**src/rtl/pcap_pkg.sv**
```systemverilog
// Shared definitions for the pulse-width capture unit.
// Holds the register word indices, the mode encoding and the write-mask merge.
package pcap_pkg;

    localparam int REG_AW = 3;

    localparam logic [REG_AW-1:0] A_CTRL = 3'd0;
    localparam logic [REG_AW-1:0] A_FILT = 3'd1;
    localparam logic [REG_AW-1:0] A_IEN  = 3'd2;
    localparam logic [REG_AW-1:0] A_IMSK = 3'd3;
    localparam logic [REG_AW-1:0] A_STAT = 3'd4;

    localparam int SEL_LSB = 4;   // input select field position in word 0
    localparam int WIN_LSB = 4;   // filter window field position in word 1
    localparam int NSTAT   = 2;   // bit 0 low done, bit 1 high done

    typedef enum logic [1:0] {
        PM_ONESHOT = 2'd0,
        PM_CONT    = 2'd1,
        PM_CAPTURE = 2'd2,
        PM_RSVD    = 2'd3
    } pcap_mode_e;

    // Lower half of a write takes effect only where the upper half has a 1.
    function automatic logic [15:0] merge16(input logic [15:0] old,
                                            input logic [31:0] wdata);
        return (old & ~wdata[31:16]) | (wdata[15:0] & wdata[31:16]);
    endfunction

endpackage

```
**src/rtl/pcap_insync.sv**
```systemverilog
// Input selector and synchroniser.
// Picks one channel pin and passes it through STAGES flops.
// Assumes NUM_CH is a power of two, so every select value names a pin,
// and STAGES is at least 2.
module pcap_insync #(
    parameter int NUM_CH = 8,
    parameter int STAGES = 2,
    localparam int SEL_W = $clog2(NUM_CH)
) (
    input  logic              clk,
    input  logic              rst_n,
    input  logic [NUM_CH-1:0] pins_i,
    input  logic [SEL_W-1:0]  sel_i,
    output logic              lvl_o
);

    logic [STAGES-1:0] sh_q;

    // Shift the selected pin through the synchroniser chain.
    always_ff @(posedge clk) begin
        if (!rst_n) sh_q <= '0;
        else        sh_q <= {sh_q[STAGES-2:0], pins_i[sel_i]};
    end

    assign lvl_o = sh_q[STAGES-1];

endmodule

```
**src/rtl/pcap_filter.sv**
```systemverilog
// Glitch filter.
// When enabled, the output follows the input only after the input has
// differed from the output for win_i consecutive clocks. A window of 0 acts
// like 1. When disabled, the output is the input delayed by one flop, so
// both settings add the same latency at a window of 1.
module pcap_filter #(
    parameter int WIN_W = 6
) (
    input  logic             clk,
    input  logic             rst_n,
    input  logic             en_i,
    input  logic [WIN_W-1:0] win_i,
    input  logic             raw_i,
    output logic             lvl_o
);

    logic [WIN_W-1:0] cnt_q;
    logic             lvl_q;
    logic [WIN_W:0]   cnt_nxt;

    assign cnt_nxt = {1'b0, cnt_q} + 1'b1;

    // Count consecutive disagreeing clocks and accept the level at the window.
    always_ff @(posedge clk) begin
        if (!rst_n) begin
            lvl_q <= 1'b0;
            cnt_q <= '0;
        end else if (!en_i) begin
            lvl_q <= raw_i;
            cnt_q <= '0;
        end else if (raw_i == lvl_q) begin
            cnt_q <= '0;
        end else if (cnt_nxt >= {1'b0, win_i}) begin
            lvl_q <= raw_i;
            cnt_q <= '0;
        end else begin
            cnt_q <= cnt_nxt[WIN_W-1:0];
        end
    end

    assign lvl_o = lvl_q;

    // with a window of 2 or more, a level change follows a full window.
    p_filter_window_r7: assert property (@(posedge clk) disable iff (!rst_n)
        ($past(en_i) && $past(win_i) >= 2 && lvl_q != $past(lvl_q))
        |-> ({1'b0, $past(cnt_q)} + 1'b1 == {1'b0, $past(win_i)}));

endmodule

```
**src/rtl/pcap_meter.sv**
```systemverilog
// Phase run-length meter.
// Counts clocks since the last change of the filtered level, saturating at
// all ones. Latches the count into the high or low result at each change.
// The first change after cap_en rises only arms the meter.
module pcap_meter #(
    parameter int CNT_W = 32
) (
    input  logic             clk,
    input  logic             rst_n,
    input  logic             cap_en,
    input  logic             lvl_i,
    output logic [CNT_W-1:0] hi_o,
    output logic [CNT_W-1:0] lo_o,
    output logic             hi_done,
    output logic             lo_done
);

    localparam logic [CNT_W-1:0] CNT_MAX = '1;

    logic             lvl_d;
    logic             armed_q;
    logic [CNT_W-1:0] run_q;
    logic             lvl_chg;

    assign lvl_chg = lvl_i != lvl_d;
    assign hi_done = cap_en && armed_q && lvl_chg &&  lvl_d;
    assign lo_done = cap_en && armed_q && lvl_chg && !lvl_d;

    // Track the level, arm on the first change and run the saturating counter.
    always_ff @(posedge clk) begin
        if (!rst_n) begin
            lvl_d   <= 1'b0;
            armed_q <= 1'b0;
            run_q   <= '0;
        end else begin
            lvl_d <= lvl_i;
            if (!cap_en) begin
                armed_q <= 1'b0;
                run_q   <= '0;
            end else if (lvl_chg) begin
                armed_q <= 1'b1;
                run_q   <= {{(CNT_W-1){1'b0}}, 1'b1};
            end else if (run_q != CNT_MAX) begin
                run_q <= run_q + 1'b1;
            end
        end
    end

    // Latch the finished phase length into its result register.
    always_ff @(posedge clk) begin
        if (!rst_n) begin
            hi_o <= '0;
            lo_o <= '0;
        end else begin
            if (hi_done) hi_o <= run_q;
            if (lo_done) lo_o <= run_q;
        end
    end

    // once at the maximum, the counter stays there until the phase ends.
    p_sat_hold_r10: assert property (@(posedge clk) disable iff (!rst_n)
        $past(cap_en && !lvl_chg && run_q == CNT_MAX) |-> run_q == CNT_MAX);

    // a single level change completes at most one phase.
    p_one_phase_r2: assert property (@(posedge clk) disable iff (!rst_n)
        $onehot0({hi_done, lo_done}));

endmodule

```
**src/rtl/pcap_unit.sv**
```systemverilog
// Pulse-width capture unit, top level.
// Holds the control, filter, interrupt enable, mask and status registers.
// Wires the selector, filter and meter together and drives the interrupt.
// Assumes single-word writes, with NUM_CH a power of two of at most 4096 and
// WIN_W of at most 12.
module pcap_unit
    import pcap_pkg::*;
#(
    parameter int NUM_CH  = 8,
    parameter int CNT_W   = 32,
    parameter int WIN_W   = 6,
    parameter int SELF_CH = 0,
    localparam int SEL_W  = $clog2(NUM_CH)
) (
    input  logic              clk,
    input  logic              rst_n,
    input  logic [NUM_CH-1:0] pin_in,
    input  logic              reg_we,
    input  logic [REG_AW-1:0] reg_addr,
    input  logic [31:0]       reg_wdata,
    output logic [CNT_W-1:0]  high_cycles,
    output logic [CNT_W-1:0]  low_cycles,
    output logic [NSTAT-1:0]  cap_status,
    output logic              irq
);

    pcap_mode_e       mode_q;
    logic [SEL_W-1:0] sel_q;
    logic             fen_q;
    logic [WIN_W-1:0] fwin_q;
    logic [NSTAT-1:0] ien_q;
    logic [NSTAT-1:0] imsk_q;
    logic [NSTAT-1:0] stat_q;

    logic [15:0] ctrl_cur, filt_cur, ctrl_new, filt_new, ien_new, imsk_new;
    logic [NSTAT-1:0] stat_clr;
    logic             cap_en;
    logic             sync_lvl, filt_lvl;
    logic             hi_done, lo_done;
    logic             unused_bits;

    // Build the current register images and merge them with the write data.
    always_comb begin
        ctrl_cur = '0;
        ctrl_cur[1:0] = mode_q;
        ctrl_cur[SEL_LSB +: SEL_W] = sel_q;
        filt_cur = '0;
        filt_cur[0] = fen_q;
        filt_cur[WIN_LSB +: WIN_W] = fwin_q;
        ctrl_new = merge16(ctrl_cur, reg_wdata);
        filt_new = merge16(filt_cur, reg_wdata);
        ien_new  = merge16({{(16-NSTAT){1'b0}}, ien_q}, reg_wdata);
        imsk_new = merge16({{(16-NSTAT){1'b0}}, imsk_q}, reg_wdata);
        stat_clr = (reg_we && reg_addr == A_STAT) ? reg_wdata[NSTAT-1:0] : '0;
    end

    assign unused_bits = ^{ctrl_new, filt_new, ien_new, imsk_new};

    // Masked writes into the configuration registers.
    always_ff @(posedge clk) begin
        if (!rst_n) begin
            mode_q <= PM_ONESHOT;
            sel_q  <= SEL_W'(SELF_CH);
            fen_q  <= 1'b0;
            fwin_q <= '0;
            ien_q  <= '0;
            imsk_q <= '0;
        end else if (reg_we) begin
            case (reg_addr)
                A_CTRL: begin
                    mode_q <= pcap_mode_e'(ctrl_new[1:0]);
                    sel_q  <= ctrl_new[SEL_LSB +: SEL_W];
                end
                A_FILT: begin
                    fen_q  <= filt_new[0];
                    fwin_q <= filt_new[WIN_LSB +: WIN_W];
                end
                A_IEN:   ien_q  <= ien_new[NSTAT-1:0];
                A_IMSK:  imsk_q <= imsk_new[NSTAT-1:0];
                default: ;
            endcase
        end
    end

    // Sticky status flags: a completed capture sets, a written one clears, set wins.
    always_ff @(posedge clk) begin
        if (!rst_n) stat_q <= '0;
        else        stat_q <= (stat_q & ~stat_clr) | {hi_done, lo_done};
    end

    assign cap_en = (mode_q == PM_CAPTURE);

    pcap_insync #(.NUM_CH(NUM_CH), .STAGES(2)) u_sync (
        .clk    (clk),
        .rst_n  (rst_n),
        .pins_i (pin_in),
        .sel_i  (sel_q),
        .lvl_o  (sync_lvl)
    );

    pcap_filter #(.WIN_W(WIN_W)) u_filt (
        .clk   (clk),
        .rst_n (rst_n),
        .en_i  (fen_q),
        .win_i (fwin_q),
        .raw_i (sync_lvl),
        .lvl_o (filt_lvl)
    );

    pcap_meter #(.CNT_W(CNT_W)) u_meter (
        .clk     (clk),
        .rst_n   (rst_n),
        .cap_en  (cap_en),
        .lvl_i   (filt_lvl),
        .hi_o    (high_cycles),
        .lo_o    (low_cycles),
        .hi_done (hi_done),
        .lo_done (lo_done)
    );

    assign cap_status = stat_q;
    assign irq        = |(stat_q & ien_q & ~imsk_q);

    // a high-capture flag survives every cycle that does not clear it.
    p_status_sticky_r8: assert property (@(posedge clk) disable iff (!rst_n)
        (stat_q[1] && !(reg_we && reg_addr == A_STAT && reg_wdata[1]))
        |=> stat_q[1]);

    // outside capture mode the results do not move.
    p_idle_hold_r4: assert property (@(posedge clk) disable iff (!rst_n)
        !$past(cap_en) |-> ($stable(high_cycles) && $stable(low_cycles)));

    // a fully masked set of flags never raises the interrupt.
    p_irq_masked_r9: assert property (@(posedge clk) disable iff (!rst_n)
        ((stat_q & ~imsk_q) == '0) |-> !irq);

endmodule

```
**config.mk**
```make
export PLATFORM = sky130hd
export DESIGN_NAME = pcap_unit
export DESIGN_NICKNAME = d
export VERILOG_FILES = /design/src/rtl/pcap_pkg.sv /design/src/rtl/pcap_insync.sv /design/src/rtl/pcap_filter.sv /design/src/rtl/pcap_meter.sv /design/src/rtl/pcap_unit.sv
export SDC_FILE = /design/constraint.sdc
export NUM_CORES = 1
export LEC_CHECK = 0
export BUFFER_PORTS_ARGS = -buffer_cell sky130_fd_sc_hd__buf_2
export CELL_PAD_IN_SITES_DETAIL_PLACEMENT = 2
export CELL_PAD_IN_SITES_GLOBAL_PLACEMENT = 2
export CORE_UTILIZATION = 35
export DETAILED_ROUTE_END_ITERATION = 8
export PLACE_DENSITY = 0.91
export SLEW_MARGIN = 20
export SYNTH_ARGS = -nofsm -noshare
export SYNTH_HDL_FRONTEND = slang
export SYNTH_SLANG_ARGS = --single-unit
export TNS_END_PERCENT = 100
```
**constraint.sdc**
```tcl
create_clock -name clk -period 4.7 [get_ports clk]
set_input_delay 1.41 -clock clk [delete_from_list [all_inputs] [get_ports clk]]
set_output_delay 1.41 -clock clk [all_outputs]
set_load 0.01 [all_outputs]
```
==> results of run 1 <==
## cell families after synthesis
kind of cell,share of synthesized area
xor+xnor,0.02211
fa+ha+maj,0.01805
mux,0.02256
flops,0.4513
buf+inv,0.03948
compound gates,0.1767
simple gates,0.2699
## metal layers
| layer | part of all wire | global-route usage | vias up |
|---|---|---|---|
| li1 | - | - | 2403 |
| met1 | 0.41 | 0.3029 | 2673 |
| met2 | 0.52 | 0.4847 | 137 |
| met5 | 0 | 0 | - |
| met3 | 0.035 | 0.05050 | 50 |
| met4 | 0.032 | 0.1260 | 0 |
## power by group
group          total [mW]  leakage, nW  switching (mW)  internal, mW
combinational      0.0549         1.29          0.0302        0.0247
sequential           1.07         1.01         0.00289          1.06
clock                1.38        0.284           0.535         0.847
total                2.50         2.59           0.568          1.93
## worst reg2reg max path, stage by stage (launching register included)
cell,delay [ns]
sky130_fd_sc_hd__dfxtp_1,0.46
sky130_fd_sc_hd__ha_1,0.26
sky130_fd_sc_hd__nand3_1,0.16
sky130_fd_sc_hd__xnor2_1,0.30
sky130_fd_sc_hd__ha_1,0.32
sky130_fd_sc_hd__a21oi_1,0.14
sky130_fd_sc_hd__o22ai_1,0.10
sky130_fd_sc_hd__nor3b_1,0.26
sky130_fd_sc_hd__o2111ai_1,0.36
sky130_fd_sc_hd__nor2_1,0.35
## worst max-delay path by stage
stage | startpoint | to | slack, ns | depth (start not counted)
detailed placement | reg_we | flop | 1.41 | 6
global placement | reg_addr[2] | flop | 1.67 | 6
global route | u_filt.cnt_q[0] | u_filt.cnt_q[0] | 1.71 | 9
finish | u_filt.cnt_q[0] | u_filt.cnt_q[0] | 1.88 | 9
floorplan | reg_we | flop | 2.06 | 5
CTS | reg_we | flop | 1.85 | 5
## cell usage in the layout, fill, tap and decap left out, drive strengths merged, types with 3 or more instances in the layout
cell        n
nand3b      4
ha          8
a41o        3
clkbuf     18
nand2b      3
nand4      16
a211oi      4
o21ai       8
and3        8
mux2i       8
or3         8
a21boi     73
and4        3
clkinvlp    5
a31oi       8
nand3      24
dfxtp     125
o21a        6
and2        3
buf        99
xor2        4
xnor2      10
nor4        5
nand2     174
inv        13
bufinv      3
clkinv      5
nor2b      10
or4         4
nor3        4
o31ai       4
nor2       27
a21oi      20
nor3b       5
## metrics by stage
stage,util,power [mW]
global route,0.4419,2.566
detailed placement,0.4015,1.141
global placement,0.4015,1.137
floorplan,-,1.115
CTS,0.4412,2.518
finish,0.4419,2.502
## area by class of cell
| class | instances | area [um^2] |
|---|---|---|
| multi-input cells | 473 | 2845 |
| inverters | 12 | 45.04 |
| clock buffers | 18 | 439.2 |
| fillers | 1694 | 8547 |
| repair buffers | 99 | 503.0 |
| well taps | 211 | 264.0 |
| flip-flops and latches | 125 | 2502 |
| clock inverters | 14 | 168.9 |
==> impl_summary.log, run 1 <==
INFO  metric worst_skew_pair.late_latency = approximately 0.43 ns
INFO  metric r2r_setup_slack = about 1.9 ns
INFO  metric layout.nets = roughly 780
INFO  metric layout-drive-gt1-share = 0.2092
INFO  metric hold_viol = 0
INFO  metric postLayoutCellArea = around 6800 um^2
INFO  metric min_to = u_meter.hi_o[10]
INFO  metric die_height = around 130 um
INFO  metric cts-root-buf = sky130_fd_sc_hd__clkbuf_16
INFO  metric worst_slew_pin_slew = between 0.9 and 1 ns
INFO  metric postLayoutSetupSlackWorst = 1.884 ns
INFO  metric detail_route.wl_per_cell = 21.95 um
INFO  metric drt-vias-per-instance = 5.528
INFO  metric setup_repair_after_global_routing_missed_its_margin = no
INFO  metric finalWorstPathRequiredPeriod = approximately 2.8 ns
INFO  metric n_diodes = 0
INFO  metric min-delay-path-class = flop to flop
INFO  metric async_reset_ff_frac = 0
INFO  metric yosysSeqAreaShare = 0.4513
INFO  metric drt-pass1-iter-count = 4
INFO  metric worst_r2r_endpoint = u_filt.cnt_q[0]
INFO  metric fp-row-count = 45
INFO  metric synth_top_cell_by_area = sky130_fd_sc_hd__dfxtp_1
INFO  metric synth_enable_flop_cells = 0
INFO  metric die_area = roughly 16000 um^2
INFO  metric fin_worst_skew = 0.01079 ns
INFO  metric count_of_cells_resized_by_post_cts_repair = 0
INFO  metric final_max_slew_viol_count = 0
INFO  metric worstHoldPathCells = 2
INFO  metric avgSynthCellArea = about 8.5 um^2
INFO  metric synth_top_cells_by_area = sky130_fd_sc_hd__dfxtp_1, sky130_fd_sc_hd__nand2_1, sky130_fd_sc_hd__a21boi_0
INFO  metric cts_sinks = approximately 130
INFO  metric start_util = 0.3621
INFO  metric synth_commonest_cells = sky130_fd_sc_hd__nand2_1, sky130_fd_sc_hd__dfxtp_1, sky130_fd_sc_hd__a21boi_0
INFO  metric top_level_i_o_count = 113
INFO  metric timing.rr.start = u_filt.cnt_q[0]
INFO  metric die_w = between 100 and 150 um
INFO  metric drv_cap = 0
INFO  metric fin_cells = 952
INFO  metric worst_hold_startpoint = u_meter.hi_o[10]
INFO  metric p_leak = about 2.6 nW
INFO  metric yosys.area.top_type_share = 0.4513
INFO  metric antenna_violations_before_repair = 0
INFO  metric setup.worst_path.start_class = flop
INFO  metric drtIter0Drc = ~240
INFO  metric detail-route-antenna-nets = 0
INFO  metric endpoint_kind = flop
INFO  metric cp_cell_sequence = ha_1 -> nand3_1 -> xnor2_1 -> ha_1 -> a21oi_1 -> o22ai_1 -> nor3b_1 -> o2111ai_1 -> nor2_1
INFO  metric max_stage_delay = 0.46 ns
INFO  metric cts_post_setup_buffers_inserted = 0
INFO  metric path_clk_slew = approximately 0.060 ns
INFO  metric ctsHoldBuffers = 0
INFO  metric grt_max_degree = just under 90
INFO  metric cts_inserted_buffers = 17
INFO  metric cell_with_the_largest_stage_delay_on_the_worst_path = sky130_fd_sc_hd__dfxtp_1
INFO  metric synth_area = ~5500 um^2
INFO  metric wire_length_of_the_first_global_routing_pass = approximately 33000 um
INFO  metric cp_common_cell = sky130_fd_sc_hd__ha_1
INFO  metric synth_cell_type_count = 57
INFO  metric grt-ovfl-total = 0
INFO  metric finalSetupViolations = 0
INFO  metric number_of_global_route_vias_before_repair = 5859
INFO  metric post-route-period-util = 0.5991
INFO  metric critical_path_arrival = around 3.1 ns
INFO  metric postSynthRegisterBits = about 130
INFO  metric numPortBuffers = 96
INFO  metric critical-path-top-delay-family = simple AND/OR/NAND/NOR gates
INFO  metric final_routed_wirelength = 20900 um
INFO  metric timing.fmax = roughly 360 MHz
INFO  metric run_status = finished, final reports clean
INFO  metric gp_congestion = approximately 0.82
INFO  metric routed-via-count = 5263
INFO  metric post-synth-top-count-cell = sky130_fd_sc_hd__nand2_1
INFO  metric worst_path_buf_inv = 0
INFO  metric pre_cts_slack = roughly 1.4 ns
INFO  metric dp.final_hpwl = roughly 13000 um
INFO  metric total_power_density_per_cell_area = around 370 nW/um^2
INFO  metric timing.reg2reg.worst_path_depth = 9
INFO  metric fp.coreArea = ~15000 um^2
INFO  metric synth_flop_cell = sky130_fd_sc_hd__dfxtp_1
INFO  metric worstSetupPathType = flop to flop
INFO  metric dp_cells = 920
INFO  metric syn-num-nets = 706
INFO  metric syn_inst = ~650
INFO  metric grt.total_usage = 0.2679
INFO  metric h-tree-depth = 4
INFO  metric fin_tns_setup = 0 ns
INFO  metric cp_data_required_time = 5.03 ns
INFO  metric crit_path_max_fanout = 6
INFO  metric cts_tree = done
INFO  metric hold_slack = roughly 0.47 ns
INFO  metric ir_worst_vdd = roughly 0.27 mV
INFO  metric dpl-instance-area = ~6000 um^2
INFO  metric timing.max_slew.rel_slack = 0.3347
INFO  metric drt_drc_violations_left = 0
INFO  metric cts_buffer_depth = 2
INFO  metric syn_to_final_growth = 22.04%
INFO  metric yosysWarnings = 0
No activity file was read; power rests on OpenSTA's default activity.
==> run 2, diff against run 1 <==
--- a/config.mk
+++ b/config.mk
@@ -5,12 +5,13 @@
 export SDC_FILE = /design/constraint.sdc
 export NUM_CORES = 1
 export LEC_CHECK = 0
+export ABC_AREA = 1
 export BUFFER_PORTS_ARGS = -buffer_cell sky130_fd_sc_hd__buf_2
 export CELL_PAD_IN_SITES_DETAIL_PLACEMENT = 2
 export CELL_PAD_IN_SITES_GLOBAL_PLACEMENT = 2
-export CORE_UTILIZATION = 35
+export CORE_UTILIZATION = 27
 export DETAILED_ROUTE_END_ITERATION = 8
-export PLACE_DENSITY = 0.91
+export PLACE_DENSITY = 0.81
 export SLEW_MARGIN = 20
 export SYNTH_ARGS = -nofsm -noshare
 export SYNTH_HDL_FRONTEND = slang
==> constraint.sdc (replaced) <==
create_clock -name clk -period 2.38 [get_ports clk]
set_input_delay 0.714 -clock clk [delete_from_list [all_inputs] [get_ports clk]]
set_output_delay 0.714 -clock clk [all_outputs]
set_load 0.01 [all_outputs]
==> impl_summary.log, run 2 <==
INFO  metric number_of_global_route_vias_before_repair = slightly below 6000
INFO  metric start_util = 0.2789
INFO  metric worst_hold_startpoint = u_sync.sh_q[0]
INFO  metric detail_route.wl_per_cell = 15.56 um
INFO  metric ir_worst_vdd = just over 0.4 mV
INFO  metric syn_inst = ~800
INFO  metric fin_worst_skew = between 0.008 and 0.009 ns
INFO  metric post-synth-top-count-cell = sky130_fd_sc_hd__nand2_1
INFO  metric cellInternalPower = roughly 3.7 mW
INFO  metric h-tree-depth = 4
INFO  metric part_of_the_total_power_dissipated_in_the_clock_network = 0.531
INFO  metric fin_tns_setup = 0 ns
INFO  metric die_area = roughly 22000 um^2
INFO  metric cts-root-buf = sky130_fd_sc_hd__clkbuf_16
INFO  metric finalWorstPathRequiredPeriod = 2.109 ns
INFO  metric critical_path_arrival = between 2 and 2.5 ns
INFO  metric numPortBuffers = 96
INFO  metric worstSetupPathType = flop to flop
INFO  metric layout-drive-gt1-share = 0.1918
INFO  metric worst_slew_pin_slew = between 0.4 and 0.5 ns
INFO  metric synth_cell_type_count = 34
INFO  metric timing.max_slew.rel_slack = 0.6819
INFO  metric drt_drc_violations_left = 0
INFO  metric pwr-share-seq = 0.442
INFO  metric timing.reg2reg.worst_path_depth = 12
INFO  metric wire_length_of_the_first_global_routing_pass = approximately 30000 um
INFO  metric cp_data_required_time = approximately 2.7 ns
INFO  metric syn_to_final_growth = 23.74%
INFO  metric timing.fmax = approximately 470 MHz
INFO  metric startpoint = u_filt.cnt_q[0]
INFO  metric fp-row-count = 52
INFO  metric yosysSeqAreaShare = 0.4392
INFO  metric n_diodes = 0
INFO  metric synth_flop_cell = sky130_fd_sc_hd__dfxtp_1
INFO  metric min-delay-path-class = flop to flop
INFO  metric fp.coreArea = 20430 um^2
INFO  metric p_sw_frac = 0.2156
INFO  metric cts_sinks = around 130
INFO  metric dp.final_hpwl = about 13000 um
INFO  metric grt-ovfl-total = 0
INFO  metric die_w = roughly 150 um
INFO  metric endpoint_kind = flop
INFO  metric total_power_density_per_cell_area = around 680 nW/um^2
INFO  metric path_clk_slew = 0.06 ns
INFO  metric most_frequent_standard_cell_in_the_layout_excluding_fill_and_tap_cells = sky130_fd_sc_hd__nand2_1
INFO  metric cts_inserted_buffers = 17
INFO  metric routed-via-count = 5500
INFO  metric syn-num-nets = 853
INFO  metric grt.total_usage = 0.1776
INFO  metric run_status = finished, final reports clean
INFO  metric antenna_violations_before_repair = 0
INFO  metric detail-route-antenna-nets = 0
INFO  metric timing.rr.start = u_filt.cnt_q[0]
INFO  metric layout.nets = approximately 950
INFO  metric grt_max_degree = 82
INFO  metric cts_buffer_depth = 2
INFO  metric post-route-period-util = 0.8861
INFO  metric drt-pass1-iter-count = 4
INFO  metric setup.worst_path.start_class = flop
INFO  metric power_switching = 1.029 mW
INFO  metric r2r_setup_slack = roughly 0.27 ns
INFO  metric synth_area = about 5700 um^2
INFO  metric worst_r2r_endpoint = u_filt.cnt_q[1]
INFO  metric die_height = between 100 and 150 um
INFO  metric top_level_i_o_count = between 100 and 150
INFO  metric worst_skew_pair.late_latency = between 0.4 and 0.5 ns
INFO  metric final_routed_wirelength = 18310 um
INFO  metric synth_top_cell_by_area = sky130_fd_sc_hd__dfxtp_1
INFO  metric hold_slack = between 0.4 and 0.5 ns
INFO  metric hold_viol = 0
INFO  metric drv_cap = 0
INFO  metric avgSynthCellArea = between 7 and 8 um^2
INFO  metric finalSetupViolations = 0
INFO  metric p_leak = roughly 3 nW
INFO  metric synth_commonest_cells = sky130_fd_sc_hd__nand2_1, sky130_fd_sc_hd__inv_1, sky130_fd_sc_hd__dfxtp_1
INFO  metric postSynthRegisterBits = 125
INFO  metric synth_top_cells_by_area = sky130_fd_sc_hd__dfxtp_1, sky130_fd_sc_hd__nand2_1, sky130_fd_sc_hd__inv_1
INFO  metric layout_common_cells = sky130_fd_sc_hd__nand2_1, sky130_fd_sc_hd__inv_1, sky130_fd_sc_hd__dfxtp_1
INFO  metric gp_congestion = 0.7750
INFO  metric drt-vias-per-instance = about 4.7
INFO  metric yosysWarnings = 0
INFO  metric final_max_slew_viol_count = 0
INFO  metric cts_tree = done
INFO  metric crit_path_max_fanout = 6
INFO  metric comb_power_share = 0.027
INFO  metric drtIter0Drc = between 150 and 200
INFO  metric yosys.area.top_type_share = 0.4392
INFO  metric num-fill-cells = roughly 2500
INFO  metric synth_enable_flop_cells = 0
INFO  metric async_reset_ff_frac = 0
INFO  metric endpoint = u_filt.cnt_q[1]
run 2: changes by cell type after synthesis, moves of 11 or more:
cell and change:
sky130_fd_sc_hd__nor2_1 +40, sky130_fd_sc_hd__a21boi_0 -73, sky130_fd_sc_hd__a21oi_1 +66, sky130_fd_sc_hd__nand3_2 +14
sky130_fd_sc_hd__nand2_1 -18, sky130_fd_sc_hd__o21ai_0 +79, sky130_fd_sc_hd__clkbuf_1 -11, sky130_fd_sc_hd__inv_1 +126
run 2: repair_timing:
action / in CTS / in global routing
setup buffers: 0 / 1
gates resized for setup: 0 / 1
hold buffers: 0 / 0
setup endpoints to repair: 0 / 6
run 2: final cells by class:
cell class / instances / area [um^2] / area share
Timing Repair Buffer: 109 / 590.6 / 0.08376
Inverter: 142 / 533.0 / 0.07560
Clock inverter: 8 / 92.59 / 0.01313
Clock buffer: 21 / 470.5 / 0.06673
Tap cell: 270 / 337.8 / 0.04791
Multi-Input combinational cell: 502 / 2524 / 0.3579
Sequential cell: 125 / 2502 / 0.3549
run 2: critical path, stage by stage, from the launching register on:
cell and delay (ns):
sky130_fd_sc_hd__dfxtp_1 0.39, sky130_fd_sc_hd__nand3_1 0.11, sky130_fd_sc_hd__nor2_1 0.15, sky130_fd_sc_hd__nand2_1 0.09, sky130_fd_sc_hd__xor2_1 0.18, sky130_fd_sc_hd__inv_1 0.06
sky130_fd_sc_hd__ha_1 0.30, sky130_fd_sc_hd__nand3_1 0.09, sky130_fd_sc_hd__nand4_1 0.10, sky130_fd_sc_hd__nor2_2 0.17, sky130_fd_sc_hd__nand4_1 0.12, sky130_fd_sc_hd__buf_4 0.19
sky130_fd_sc_hd__nor2_1 0.10
run 2: logic make-up after synthesis:
| logic type | synth area share |
|---|---|
| simple gates | 0.2455 |
| buf+inv | 0.1184 |
| fa+ha+maj | 0.01757 |
| flops | 0.4392 |
| compound gates | 0.1684 |
| mux | 0.001757 |
| xor+xnor | 0.009223 |
run 2: per-layer routing:
metal	up-vias	routed length (um)	track usage
li1	2729	-	-
met1	2687	8560	0.2199
met2	70	9011	0.3057
met3	14	579	0.04379
met4	0	163	0.04639
met5	-	0	0
run 2: through the flow:
| step | instances | cell area, um^2 | util | power (mW) | setup WS, ns |
|---|---|---|---|---|---|
| 2_1_floorplan | 799 | 5698 | - | 2.225 | 0.5932 |
| 3_3_place_gp | 1147 | 6477 | 0.3171 | 2.277 | 0.2807 |
| 3_5_place_dp | 1147 | 6477 | 0.3171 | 2.282 | 0.1350 |
| 4_1_cts | 1176 | 7041 | 0.3446 | 4.839 | 0.03187 |
| 5_1_grt | 1177 | 7051 | 0.3451 | 4.947 | -0.02402 |
| 6_report | 1177 | 7051 | 0.3451 | 4.772 | 0.2711 |
run 2: worst min-delay path by stage:
stage                        to  cells after the start
2_1_floorplan    u_sync.sh_q[1]                      2
3_3_place_gp     u_sync.sh_q[1]                      2
3_5_place_dp     u_sync.sh_q[1]                      2
4_1_cts        u_meter.lo_o[26]                      2
5_1_grt          u_sync.sh_q[1]                      2
6_report         u_sync.sh_q[1]                      2
run 2: power groups by stage:
stage          Clock (mW)  Combinational, mW  Sequential, mW
2_1_floorplan           0             0.0748            2.15
5_1_grt              2.69              0.151            2.11
6_report             2.53              0.131            2.11
3_5_place_dp            0              0.131            2.15
3_3_place_gp            0              0.126            2.15
4_1_cts              2.60              0.133            2.11
==> run 3, diff against run 2 <==
--- a/config.mk
+++ b/config.mk
@@ -15,5 +15,6 @@
 export SLEW_MARGIN = 20
 export SYNTH_ARGS = -nofsm -noshare
 export SYNTH_HDL_FRONTEND = slang
+export SYNTH_HIERARCHICAL = 1
 export SYNTH_SLANG_ARGS = --single-unit
 export TNS_END_PERCENT = 100
==> impl_summary.log, run 3 <==
INFO  metric layout_common_cells = sky130_fd_sc_hd__nand2_1, sky130_fd_sc_hd__dfxtp_1, sky130_fd_sc_hd__inv_1
INFO  metric cp_data_required_time = ~2.7 ns
INFO  metric async_reset_ff_frac = 0
INFO  metric drt_drc_violations_left = 0
INFO  metric total_power_density_per_cell_area = ~680 nW/um^2
INFO  metric timing.rr.start = u_filt/cnt_q[0]
INFO  metric synth_flop_cell = sky130_fd_sc_hd__dfxtp_1
INFO  metric path_clk_slew = roughly 0.060 ns
INFO  metric worst_r2r_endpoint = u_filt/cnt_q[1]
INFO  metric drt-vias-per-instance = roughly 4.6
INFO  metric synth_area = between 5000 and 6000 um^2
INFO  metric startpoint = u_filt/cnt_q[0]
INFO  metric synth_top_cell_by_area = sky130_fd_sc_hd__dfxtp_1
INFO  metric cts_buffer_depth = 2
INFO  metric synth_cell_type_count = 32
INFO  metric run_status = finished, final reports clean
INFO  metric fin_tns_setup = 0 ns
INFO  metric post_synth_and_or_nand_nor_area_fraction = 0.3333
INFO  metric timing.max_slew.rel_slack = 0.6760
INFO  metric h-tree-depth = 4
INFO  metric endpoint_kind = flop
INFO  metric cts_post_setup_buffers_inserted = 0
INFO  metric finalWorstPathRequiredPeriod = about 2.2 ns
INFO  metric syn-num-nets = 901
INFO  metric top_level_i_o_count = about 110
INFO  metric post_synth_fa_ha_maj_area_fraction = 0.01701
INFO  metric max_stage_delay = between 0.4 and 0.5 ns
INFO  metric yosysWarnings = 6
INFO  metric timing.reg2reg.worst_path_depth = 12
INFO  metric endpoint = u_filt/cnt_q[1]
INFO  metric number_of_global_route_vias_before_repair = 6277
INFO  metric synth.area.mux_share = 0
INFO  metric cp_cell_sequence = ha_1 -> nand3_2 -> xor2_1 -> inv_1 -> ha_1 -> nand2_1 -> nand2_1 -> nand2_1 -> nand3_2 -> nor2_2 -> nand4_4 -> nor2_1
INFO  metric gp_congestion = 0.7881
INFO  metric timing.fmax = between 400 and 500 MHz
INFO  metric most_frequent_standard_cell_in_the_layout_excluding_fill_and_tap_cells = sky130_fd_sc_hd__nand2_1
INFO  metric syn_to_final_growth = 24.17%
INFO  metric wire_length_of_the_first_global_routing_pass = 32730 um
INFO  metric drtIter0Drc = roughly 220
INFO  metric die_height = 149.6 um
INFO  metric cts_inserted_buffers = 17
INFO  metric synth_commonest_cells = sky130_fd_sc_hd__nand2_1, sky130_fd_sc_hd__dfxtp_1, sky130_fd_sc_hd__inv_1
INFO  metric p_leak = ~3.4 nW
INFO  metric postSynthRegisterBits = 125
INFO  metric grt_max_degree = between 50 and 60
INFO  metric critical_path_arrival = approximately 2.6 ns
INFO  metric syn_inst = 847
INFO  metric cell_with_the_largest_stage_delay_on_the_worst_path = sky130_fd_sc_hd__dfxtp_1
INFO  metric synth-compound-area-share = 0.1093
INFO  metric detail_route.wl_per_cell = between 15 and 20 um
INFO  metric cts-root-buf = sky130_fd_sc_hd__clkbuf_16
INFO  metric dp.final_hpwl = 14660 um
INFO  metric hold_slack = around 0.46 ns
INFO  metric cp_common_cell = sky130_fd_sc_hd__nand2_1
INFO  metric detail-route-antenna-nets = 0
INFO  metric die_w = 149.6 um
INFO  metric fp-row-count = 53
INFO  metric num-fill-cells = roughly 2600
INFO  metric cts_tree = done
INFO  metric worstSetupPathType = flop to flop
INFO  metric cts_sinks = between 100 and 150
INFO  metric synth_enable_flop_cells = 0
INFO  metric worst_skew_pair.late_latency = roughly 0.43 ns
INFO  metric drv_cap = 0
INFO  metric synth_top_cells_by_area = sky130_fd_sc_hd__dfxtp_1, sky130_fd_sc_hd__nand2_1, sky130_fd_sc_hd__inv_1
INFO  metric routed-via-count = 5742
INFO  metric final_max_slew_viol_count = 0
INFO  metric n_diodes = 0
INFO  metric dominant_combinational_cell_family_by_area_after_synthesis = simple AND/OR/NAND/NOR gates
INFO  metric layout-drive-gt1-share = 0.1969
INFO  metric r2r_setup_slack = roughly 0.16 ns
INFO  metric finalSetupViolations = 0
INFO  metric avgSynthCellArea = between 6 and 7 um^2
INFO  metric post-synth-top-count-cell = sky130_fd_sc_hd__nand2_1
INFO  metric die_area = between 20000 and 25000 um^2
INFO  metric layout.nets = around 1000
INFO  metric fp.coreArea = between 20000 and 25000 um^2
INFO  metric worst_slew_pin_slew = roughly 0.49 ns
INFO  metric antenna_violations_before_repair = 0
INFO  metric synth_xor_area_frac = 0.01042
INFO  metric grt.total_usage = 0.1903
INFO  metric post-route-period-util = 0.9317
INFO  metric ir_worst_vdd = between 0.3 and 0.4 mV
INFO  metric start_util = 0.2774
INFO  metric yosys.area.top_type_share = 0.4252
INFO  metric setup.worst_path.start_class = flop
INFO  metric grt-ovfl-total = 0
INFO  metric hold_viol = 0
INFO  metric min-delay-path-class = flop to flop
INFO  metric drt-pass1-iter-count = 4
INFO  metric yosysSeqAreaShare = 0.4252
INFO  metric numPortBuffers = 96
INFO  metric fin_worst_skew = ~0.011 ns
INFO  metric final_routed_wirelength = 20140 um
INFO  metric crit_path_max_fanout = 6
## run 3: changes by cell type in the layout (fill, tap and decap cells not counted), moves of 3 or more
| cell | previous run | this run |
|---|---|---|
| sky130_fd_sc_hd__nand2_1 | 155 | 241 |
| sky130_fd_sc_hd__o21ai_0 | 87 | 45 |
| sky130_fd_sc_hd__nand3_1 | 28 | 49 |
| sky130_fd_sc_hd__inv_1 | 138 | 120 |
| sky130_fd_sc_hd__nor2_1 | 66 | 83 |
| sky130_fd_sc_hd__a21oi_1 | 86 | 70 |
| sky130_fd_sc_hd__nand4_1 | 9 | 4 |
| sky130_fd_sc_hd__nand2_2 | 2 | 6 |
| sky130_fd_sc_hd__nand3_2 | 14 | 18 |
| sky130_fd_sc_hd__buf_4 | 12 | 9 |
| sky130_fd_sc_hd__o21ai_1 | 3 | 0 |
## run 3: worst min path at each step
stage | slack [ns] | endpoint | cells after the start | from
after floorplan | 0.39 | u_sync/sh_q[1] | 2 | u_sync/sh_q[0]
after global placement | 0.45 | u_meter/lo_o[8] | 2 | u_meter/lo_o[8]
after detailed placement | 0.44 | u_sync/sh_q[1] | 2 | u_sync/sh_q[0]
after CTS | 0.47 | u_meter/hi_o[27] | 2 | u_meter/hi_o[27]
after global routing | 0.49 | u_meter/lo_o[29] | 2 | u_meter/lo_o[29]
final | 0.46 | u_meter/hi_o[27] | 2 | u_meter/hi_o[27]
## run 3: cells by family after synthesis
logic type | count (synthesis)
fa+ha+maj | 8
xor+xnor | 7
simple gates | 429
buf+inv | 153
flops | 125
compound gates | 125
## run 3: through the flow
| step | utilization | total power [mW] | cells | instance area, um^2 | setup slack (ns) |
|---|---|---|---|---|---|
| finish | 0.3444 | 4.993 | 1235 | 7308 | 0.1626 |
| global route | 0.3444 | 5.173 | 1235 | 7308 | -0.0004687 |
| CTS | 0.3440 | 5.061 | 1235 | 7300 | 0.1363 |
| detailed placement | 0.3147 | 2.301 | 1203 | 6679 | 0.2146 |
| global placement | 0.3147 | 2.293 | 1203 | 6679 | 0.3344 |
| floorplan | - | 2.235 | 847 | 5886 | 0.5821 |
## run 3: per-layer routing
layer / share of wire / GRT usage
met3: 0.033 / 0.04024
met1: 0.44 / 0.2242
met4: 0.018 / 0.06735
met5: 0 / 0
met2: 0.51 / 0.3375
## run 3: timing repair
item,in CTS,in global routing
hold buffers,0,0
resized for setup,0,1
setup endpoints to repair,0,3
## run 3: power breakdown
group / switching [mW] / leakage [nW] / internal (mW)
Clock: 0.976 / 0.300 / 1.76
Sequential: 0.00665 / 1.01 / 2.10
Combinational: 0.100 / 2.08 / 0.0487
## run 3: worst max-delay path, delay by kind of cell, from the launching register on
| family | cells | cell delay, ns |
|---|---|---|
| flops | 1 | 0.42 |
| buf+inv | 1 | 0.09 |
| fa+ha+maj | 2 | 0.52 |
| xor+xnor | 1 | 0.25 |
| simple gates | 8 | 0.88 |
## run 3: layout make-up
cell class,instances,area [um^2],area share
Tap cell,275,344.1,0.04708
Clock inverter,9,132.6,0.01815
Sequential cell,125,2502,0.3424
Inverter,127,478.0,0.06540
Timing Repair Buffer,107,588.1,0.08047
Multi-Input combinational cell,569,2775,0.3797
Clock buffer,23,488.0,0.06677
